--- src/rtl/upstack_pkg.sv ---
package upstack_pkg;

  typedef enum logic [1:0] {SZ_B, SZ_H, SZ_W, SZ_R} sizeSel_e;

  typedef struct packed {
    logic     legal;
    logic     isPop;
    logic     usePc;
    logic     signExt;
    sizeSel_e size;
  } opInfo_t;

  typedef struct packed {
    logic ldOp;
    logic memRd;
    logic memWr;
    logic memClr;
    logic ldSp;
    logic ldPop;
  } strobe_t;

  function automatic opInfo_t decodeOp(input logic [3:0] code);
    opInfo_t r;
    r = '{legal: 1'b1, isPop: code[3], usePc: 1'b0, signExt: 1'b0, size: SZ_R};
    case (code)
      4'h0: r.size = SZ_R;
      4'h1: r.size = SZ_B;
      4'h2: r.size = SZ_H;
      4'h3: r.size = SZ_W;
      4'h4: r.usePc = 1'b1;
      4'h8: r.size = SZ_R;
      4'h9: begin r.size = SZ_B; r.signExt = 1'b1; end
      4'hA: r.size = SZ_B;
      4'hB: begin r.size = SZ_H; r.signExt = 1'b1; end
      4'hC: r.size = SZ_H;
      4'hD: begin r.size = SZ_W; r.signExt = 1'b1; end
      4'hE: r.size = SZ_W;
      4'hF: r.size = SZ_R;
      default: r.legal = 1'b0;
    endcase
    return r;
  endfunction

endpackage

--- src/rtl/upstack_ctrl.sv ---
module upstack_ctrl
  import upstack_pkg::*;
(
  input  logic    clk,
  input  logic    rst_n,
  input  logic    opValid,
  input  logic [3:0] opCode,
  output strobe_t stb,
  output logic    busy,
  output logic    done
);

  typedef enum logic [2:0] {
    ST_IDLE, ST_WRITE, ST_READ, ST_CLEAR, ST_FINISH, ST_FAULT
  } state_e;

  state_e state, stateNext;
  logic   accept;

  assign accept = opValid && (state == ST_IDLE);

  always_comb begin
    stb       = '0;
    stateNext = state;
    case (state)
      ST_IDLE: if (accept) begin
        stb.ldOp = 1'b1;
        if (!decodeOp(opCode).legal)     stateNext = ST_FAULT;
        else if (decodeOp(opCode).isPop) stateNext = ST_READ;
        else                             stateNext = ST_WRITE;
      end
      ST_WRITE: begin
        stb.memWr = 1'b1;
        stb.ldSp  = 1'b1;
        stateNext = ST_FINISH;
      end
      ST_READ: begin
        stb.memRd = 1'b1;
        stateNext = ST_CLEAR;
      end
      ST_CLEAR: begin
        stb.memWr  = 1'b1;
        stb.memClr = 1'b1;
        stb.ldPop  = 1'b1;
        stb.ldSp   = 1'b1;
        stateNext  = ST_FINISH;
      end
      ST_FINISH: stateNext = ST_IDLE;
      ST_FAULT:  stateNext = ST_IDLE;
      default:   stateNext = ST_IDLE;
    endcase
  end

  always_ff @(posedge clk) begin
    if (!rst_n) state <= ST_IDLE;
    else        state <= stateNext;
  end

  assign busy = (state != ST_IDLE);
  assign done = (state == ST_FINISH) || (state == ST_FAULT);

endmodule

--- src/rtl/upstack_dpath.sv ---
module upstack_dpath
  import upstack_pkg::*;
#(
  parameter int REG_BYTES = 4,
  parameter int ADDR_W    = 8,
  localparam int DATA_W   = 8 * REG_BYTES,
  localparam int LANE_W   = $clog2(REG_BYTES)
) (
  input  logic              clk,
  input  logic              rst_n,
  input  strobe_t           stb,
  input  logic [3:0]        opCode,
  input  logic [DATA_W-1:0] opData,
  input  logic [DATA_W-1:0] pcIn,
  input  logic [ADDR_W-1:0] spIn,
  input  logic [DATA_W-1:0] memRdata,
  output logic [ADDR_W-1:0] spOut,
  output logic [DATA_W-1:0] popData,
  output logic              err,
  output logic              memEn,
  output logic              memWe,
  output logic [ADDR_W-1:0] memAddr,
  output logic [REG_BYTES-1:0] memBe,
  output logic [DATA_W-1:0] memWdata
);

  logic [ADDR_W-1:0] spReg;
  logic [DATA_W-1:0] dataReg;
  logic              popReg, signReg;
  sizeSel_e          sizeReg;
  opInfo_t           inInfo;

  logic [LANE_W-1:0]    laneOff;
  int                   nBytes;
  logic [REG_BYTES-1:0] laneBe;
  logic [DATA_W-1:0]    shifted, popExt;
  logic                 signBit;

  assign inInfo  = decodeOp(opCode);
  assign laneOff = spReg[LANE_W-1:0];

  always_comb begin
    case (sizeReg)
      SZ_B:    nBytes = 1;
      SZ_H:    nBytes = 2;
      SZ_W:    nBytes = 4;
      default: nBytes = REG_BYTES;
    endcase
  end

  always_comb begin
    for (int i = 0; i < REG_BYTES; i++) laneBe[i] = (i < nBytes);
  end

  assign shifted = memRdata >> {laneOff, 3'b000};

  always_comb begin
    case (sizeReg)
      SZ_B:    signBit = signReg & shifted[7];
      SZ_H:    signBit = signReg & shifted[15];
      SZ_W:    signBit = signReg & shifted[31];
      default: signBit = signReg & shifted[DATA_W-1];
    endcase
    for (int i = 0; i < REG_BYTES; i++)
      popExt[8*i +: 8] = (i < nBytes) ? shifted[8*i +: 8] : {8{signBit}};
  end

  always_ff @(posedge clk) begin
    if (!rst_n) begin
      spReg   <= '0;
      dataReg <= '0;
      popReg  <= 1'b0;
      signReg <= 1'b0;
      sizeReg <= SZ_R;
      spOut   <= '0;
      popData <= '0;
      err     <= 1'b0;
    end else begin
      if (stb.ldOp) begin
        spReg   <= spIn;
        dataReg <= inInfo.usePc ? pcIn : opData;
        popReg  <= inInfo.isPop;
        signReg <= inInfo.signExt;
        sizeReg <= inInfo.size;
        spOut   <= spIn;
        popData <= '0;
        err     <= !inInfo.legal;
      end
      if (stb.ldSp)
        spOut <= popReg ? spReg - ADDR_W'(nBytes) : spReg + ADDR_W'(nBytes);
      if (stb.ldPop)
        popData <= popExt;
    end
  end

  assign memEn    = stb.memRd | stb.memWr;
  assign memWe    = stb.memWr;
  assign memAddr  = spReg;
  assign memBe    = memEn ? (laneBe << laneOff) : '0;
  assign memWdata = stb.memClr ? '0 : (dataReg << {laneOff, 3'b000});

endmodule

--- src/rtl/upstack_engine.sv ---
module upstack_engine
  import upstack_pkg::*;
#(
  parameter int REG_BYTES = 4,
  parameter int ADDR_W    = 8,
  localparam int DATA_W   = 8 * REG_BYTES
) (
  input  logic                 clk,
  input  logic                 rst_n,
  input  logic                 opValid,
  input  logic [3:0]           opCode,
  input  logic [DATA_W-1:0]    opData,
  input  logic [DATA_W-1:0]    pcIn,
  input  logic [ADDR_W-1:0]    spIn,
  output logic                 busy,
  output logic                 done,
  output logic                 err,
  output logic [ADDR_W-1:0]    spOut,
  output logic [DATA_W-1:0]    popData,
  output logic                 memEn,
  output logic                 memWe,
  output logic [ADDR_W-1:0]    memAddr,
  output logic [REG_BYTES-1:0] memBe,
  output logic [DATA_W-1:0]    memWdata,
  input  logic [DATA_W-1:0]    memRdata
);

  strobe_t stb;

  upstack_ctrl u_ctrl (
    .clk(clk), .rst_n(rst_n), .opValid(opValid), .opCode(opCode),
    .stb(stb), .busy(busy), .done(done)
  );

  upstack_dpath #(.REG_BYTES(REG_BYTES), .ADDR_W(ADDR_W)) u_dpath (
    .clk(clk), .rst_n(rst_n), .stb(stb), .opCode(opCode),
    .opData(opData), .pcIn(pcIn), .spIn(spIn), .memRdata(memRdata),
    .spOut(spOut), .popData(popData), .err(err),
    .memEn(memEn), .memWe(memWe), .memAddr(memAddr),
    .memBe(memBe), .memWdata(memWdata)
  );

endmodule

--- config.mk ---
export PLATFORM = sky130hd
export DESIGN_NAME = upstack_engine
export DESIGN_NICKNAME = d
export VERILOG_FILES = /design/src/rtl/upstack_pkg.sv /design/src/rtl/upstack_ctrl.sv /design/src/rtl/upstack_dpath.sv /design/src/rtl/upstack_engine.sv
export SDC_FILE = /design/constraint.sdc
export NUM_CORES = 1
export LEC_CHECK = 0
export BUFFER_PORTS_ARGS = -buffer_cell sky130_fd_sc_hd__buf_2
export CAP_MARGIN = 10
export CORE_AREA = 3 3 118 109
export CTS_CLUSTER_SIZE = 30
export DETAILED_ROUTE_END_ITERATION = 6
export DIE_AREA = 0 0 121 112
export PLACE_DENSITY = 0.77
export SYNTH_ARGS = -nofsm -noshare
export SYNTH_HDL_FRONTEND = slang
export SYNTH_SLANG_ARGS = --single-unit
--- constraint.sdc ---
create_clock -name clk -period 6.3 [get_ports clk]
set_input_delay 1.26 -clock clk [delete_from_list [all_inputs] [get_ports clk]]
set_output_delay 1.26 -clock clk [all_outputs]
set_load 0.1 [all_outputs]
# ---- Word-level counts from Yosys, hierarchy flattened
# Cells that the tools add are included.
dict set report totals {
  register_bits 88
  latch_bits 0
  mem_bits_rw 0
  mem_bits_ro 0
  inputBits 111
  out_inout_bits 89
  elab_cells 85
  n_memories 0
}
dict set report op_classes {
  addsub 2
  multipliers 0
  div 0
  magnitude_cmp 4
  eq_ne 19
  n_shift 3
  muxes 29
  n_bitwise 4
  n_reduce_logical 15
}
# op count
set op_table {}
lappend op_table {{32-bit two-way mux} 4}
lappend op_table {{8-bit two-way mux} 7}
lappend op_table {{4-bit equality test (second input constant)} 8}
lappend op_table {{32-bit by 5-bit << shifter with 32-bit output} 1}
lappend op_table {{32-bit by 5-bit right shift with 32-bit output} 1}
lappend op_table {{13-bit OR reduction} 1}
lappend op_table {{3-bit OR reduction} 4}
lappend op_table {{1-bit two-way mux} 10}
lappend op_table {{3-bit one-hot mux with 3 select lines} 1}
lappend op_table {{8-bit by 3-bit adder with 8-bit output} 1}
lappend op_table {{4-bit by 2-bit equality test with 1-bit output (second input constant)} 2}
lappend op_table {{8-bit by 3-bit subtractor with 8-bit output} 1}
lappend op_table {{3-bit by 2-bit equality test with 1-bit output (second input constant)} 2}
lappend op_table {{3-bit equality test (second input constant)} 2}
lappend op_table {{1-bit by 3-bit less-than comparator with 1-bit output (first input constant)} 2}
lappend op_table {{2-bit by 3-bit less-than comparator with 1-bit output (first input constant)} 2}
lappend op_table {{3-bit two-way mux} 2}
lappend op_table {{2-bit one-hot mux with 3 select lines} 1}
lappend op_table {{3-bit one-hot mux with 2 select lines} 1}
lappend op_table {{4-bit by 1-bit equality test with 1-bit output (second input constant)} 1}
lappend op_table {{4-bit by 3-bit equality test with 1-bit output (second input constant)} 1}
lappend op_table {{4-bit logical NOT} 1}
lappend op_table {{4-bit two-way mux} 1}
lappend op_table {{2-bit nonzero test} 2}
lappend op_table {{other kinds (15)} 17}

# ---- Depth between registers and ports, before layout
dict set report logic_depth {
  word_depth 8
  ltp_mapped 11
}

# ---- Hierarchy
# Synthesis repeated with hierarchy kept, for this count alone.
dict set report hier_totals {
  cells_unflattened 603
  hier_area_um2 5313.8
}
# mod instances cells_each area_per_inst_um2 seq_area_each_um2
set modules_own_cells {}
lappend modules_own_cells {upstack_dpath 1 582 5127.4 1701.6}
lappend modules_own_cells {upstack_ctrl 1 21 186.4 60.1}

# ---- Least setup slack after synthesis
# No wires, ideal clock.
dict set report synth_timing {
  kind {reg-to-output}
  startpoint {reg u_dpath.spReg[1], in the netlist u_dpath.memAddr[1]}
  endpoint {out memWdata[29]}
  t_arrival_ns 4.253
  required_ns 5.040
  path_slack_ns 0.787
  path_stages_with_launch 7
  cell_sequence {dfxtp_1 > buf_2 > buf_2 > buf_2 > buf_2 > a211oi_1 > a211oi_1}
}
dict set report synth_between {
  elab_chain_cells 2
}
# item line_no
set synth_rtl {}
lappend synth_rtl {{start, declared} upstack_dpath.sv:27} ;# logic [ADDR_W-1:0] spReg;
lappend synth_rtl {{start signal, assigned} upstack_dpath.sv:80} ;# spReg <= spIn;
lappend synth_rtl {{32-bit by 5-bit << shifter with 32-bit output} upstack_dpath.sv:100} ;# assign memWdata = stb.memClr ? '0 : (dataReg << {laneOff, 3'b000});
lappend synth_rtl {{32-bit two-way mux} upstack_dpath.sv:100}
lappend synth_rtl {{end, declared} upstack_engine.sv:24} ;# output logic [DATA_W-1:0] memWdata,
# Every way passes these cells.

# ---- Final worst setup path
dict set report layout_timing {
  startpoint {reg u_dpath.spReg[1], in the netlist u_dpath.memAddr[1]}
  endpoint {out memBe[2]}
}
dict set report layout_between {
  elab_chain_cells 2
}
# item line_no
set layout_rtl {}
lappend layout_rtl {{4-bit by 2-bit << shifter with 4-bit output} upstack_dpath.sv:99} ;# assign memBe = memEn ? (laneBe << laneOff) : '0;
lappend layout_rtl {{4-bit two-way mux} upstack_dpath.sv:99}
lappend layout_rtl {{end, declared} upstack_engine.sv:23} ;# output logic [REG_BYTES-1:0] memBe,
# Every way passes these cells.

==> out/metrics.csv <==
stage,metric,value,unit
logic_synthesis,post-synth net total,719,
clock_tree,CTS tree,done,
detailed_routing,highest layer used for signal routing,met4,
timing,setup repair after global routing missed its margin,no,
worst_setup_path,critical path arrival,2530,ps
clock_tree,number of buffers created by CTS,9,
cells_and_area,Area growth syn-to-layout,23.85,%
clock_tree,root buffer cell,clkbuf_16,
detailed_routing,DR iter-0 viols,342,
logic_synthesis,share of synthesized flip-flops with an asynchronous set or reset,0,%
logic_synthesis,count of flip-flops with a built-in enable after synthesis,0,
power,Peak VDD IR,0.1362,mV
place,Area after DPL,6190,µm²
place,I/O Buffers,199,
detailed_routing,met2 WL,7234,µm
clock_tree,hold buffer count at cts,0,
worst_setup_path,startpoint types,flip-flop,
clock_tree,Worst-Skew Late Latency,340,ps
timing,final worst path period share,60.14,%
logic_synthesis,area share of the leading cell type in the synthesized netlist,33.85,%
worst_setup_path,largest fanout on the critical path,28,
timing,final hold slack,463.4,ps
place,gpl congestion,0.8594,
logic_synthesis,Yosys top cell by area,dfxtp_1,
power,ratio of total power to cell area,283.8,nW/µm²
worst_hold_path,path class of the lowest-slack min-delay path,flip-flop to flip-flop,
detailed_routing,Antenna Violating Nets Remaining,0,
detailed_routing,length of the first detailed-routing pass in iterations,5,
place,Final HPWL DP,11760,µm
clock_tree,Resized cells post-CTS,0,
detailed_routing,drc violations,0,
worst_setup_path,slowest library cell on the worst path,dfxtp_2,
cells_and_area,number of nets in the finished design,886,
power,leakage power total,0.002836,µW
worst_setup_path,critical path class,flip-flop to output port,
logic_synthesis,yosys warns,0,
detailed_routing,via/cell ratio,5.583,
worst_setup_path,WP buf/inv,3,
logic_synthesis,mean instance size in the synthesized netlist,8.716,µm²
timing,highest clock rate,263.9,MHz
timing,transition at the pin with the smallest max-transition slack,1062,ps
timing,final-report setup violation count,0,
logic_synthesis,Yosys reg bits,88,
timing,number of max-slew violations in the final report,0,
worst_setup_path,required time at the endpoint of the critical path,5040,ps
flow_run,number of maximum-capacitance constraint violations,0,
timing,final hold viol count,0,
clock_tree,number of H-tree levels,3,
logic_synthesis,commonest register cell after synthesis,dfxtp_1,
global_routing,sum of overflow across all layers after global routing,0,
die,die width,121,µm
detailed_routing,Routed met1 length,7250,µm
die,placement row count,38,
timing,final-layout setup total negative slack,0,ps
die,core outline area,11840,µm²
clock_tree,"Clk pin slew, worst setup/hold paths",60,ps
die,initial cell density of the core,43.95,%
global_routing,pin count of the biggest net entering global routing,69,
cells_and_area,antenna fix cells,0,
timing,final clock skew,4.389,ps
worst_setup_path,gate family responsible for the most delay along the worst path,buffers and inverters,
clock_tree,buffers inserted by post-CTS timing repair,0,
cells_and_area,Final Cell Area,6445,µm²
logic_synthesis,post-synthesis instance area,5204,µm²
timing,Period minus WS final,3789,ps
global_routing,via count of the first global-routing pass,4626,
worst_setup_path,most common cell type on the critical path,nand2_1,
detailed_routing,drt total wl,15750,µm
global_routing,wire length of the first global-routing pass,24520,µm
timing,relative max-transition margin,28.84,%
detailed_routing,met3 WL,1067,µm
outcome,status,"complete, no violations",
die,die span in y,112,µm
worst_setup_path,longest individual stage delay on the worst path,700,ps
logic_synthesis,sequential area share after synthesis,33.85,%
cells_and_area,proportion of layout cells with a drive suffix above 1,31.90,%
clock_tree,number of sinks handled by clock tree synthesis,88,
global_routing,Total GRT Usage,22.61,%
logic_synthesis,gate count of the mapped netlist,597,
worst_setup_path,setup slack of the worst register-to-register path,3450,ps
detailed_routing,vias after detailed routing,5181,
worst_setup_path,crit-path cells,buf_4 > inv_1 > nand2_1 > nand2_1 > a21oi_1 > buf_2,
die,Boundary Pins,200,
logic_synthesis,synth top area cells,"dfxtp_1 (34%), mux2i_1 (13%), a211oi_1 (7.2%)",
global_routing,initial antenna violation count,0,
logic_synthesis,number of unique standard cell types used by synthesis,67,
clock_tree,maximum count of clock buffers along a single path,2,
worst_setup_path,element type at the critical path end,output port,
detailed_routing,final routed wire length divided by cell count,16.97,µm
die,die area,13550,µm²
-- layer usage --
layer / GRT usage, % / vias to the layer above
met1: 31.71 / 2398
met2: 35.52 / 228
li1: - / 2540
met4: 7.024 / 0
met3: 3.860 / 15
met5: 0 / -
-- path summary, 6_finish.rpt --
path | from | depth (start not counted) | to
worst max register to register | u_dpath.memAddr[0] | 7 | u_dpath.spOut[6]
worst max-delay path | u_dpath.memAddr[1] | 6 | memBe[2]
worst min register to register | u_dpath.err | 2 | u_dpath.err
worst min-delay path | u_dpath.err | 2 | u_dpath.err
-- placed cells by master, fill, tap and decap left out, types with 9 or more instances in the layout --
master and n:
a211oi_1 50, a21oi_1 37, a221o_1 9, a32oi_1 10, buf_2 199, clkbuf_16 9
dfxtp_1 86, ha_1 10, inv_1 12, mux2_2 12, mux2i_1 65, nand2_1 48
nor2_1 80, nor2b_1 13, o21ai_0 9
-- metrics by stage --
step           util [%]  std cells  total power (µW)  worst slack [ps]
2_1_floorplan         -        597              1226             787.4
3_5_place_dp      52.28        913              1368              2903
5_1_grt           54.44        928              1920              2327
4_1_cts           54.44        928              1841              2519
3_3_place_gp      52.28        913              1364              2951
6_report          54.44        928              1829              2511
-- logic make-up after synthesis --
logic type	share of synthesized area, %
AND/OR/NAND/NOR	17.50
AO/OA/AOI/OAI	23.59
flip-flops	33.85
multiplexers	15.53
buffers and inverters	6.059
adder cells (fa/ha/maj)	2.789
XOR/XNOR	0.6734
-- cells in the mapped netlist, drive strengths merged, types with 9 or more instances --
master and n:
dfxtp 88, mux2 12, a221o 9, mux2i 65, nand2 48, a32oi 10
o21ai 10, ha 10, clkbuf 19, a211oi 50, a21oi 37, buf 31
nor2b 13, inv 13, nor2 82
-- registers in the layout, indices dropped and copies added (netlist names) --
signal,cells
u_dpath.sizeReg,2
u_dpath.popReg,1
u_ctrl.state,3
u_dpath.spOut,8
u_dpath.signReg,1
u_dpath.popData,32
u_dpath.dataReg,32
u_dpath.memAddr,8
u_dpath.err,1
-- worst reg2reg max path, delay by kind of cell (launching register included) --
family,cells,cell delay (ps)
AO/OA/AOI/OAI,2,530
adder cells (fa/ha/maj),2,750
buffers and inverters,1,420
flip-flops,1,730
AND/OR/NAND/NOR,2,370
-- cell type report --
class	count	area, µm²
tap	160	200.2
inverter	13	48.80
multi-input combinational	446	3128
clock buffer	11	232.7
clock inverter	4	22.52
fill	1128	5394
sequential	88	1764
timing repair buffer	206	1049
-- report_power, final --
| group | total [µW] | switching [µW] | internal, µW |
|---|---|---|---|
| Clock | 472 | 209 | 263 |
| Combinational | 718 | 548 | 170 |
| Sequential | 639 | 44.7 | 595 |
(Power assumes the default switching activity.)
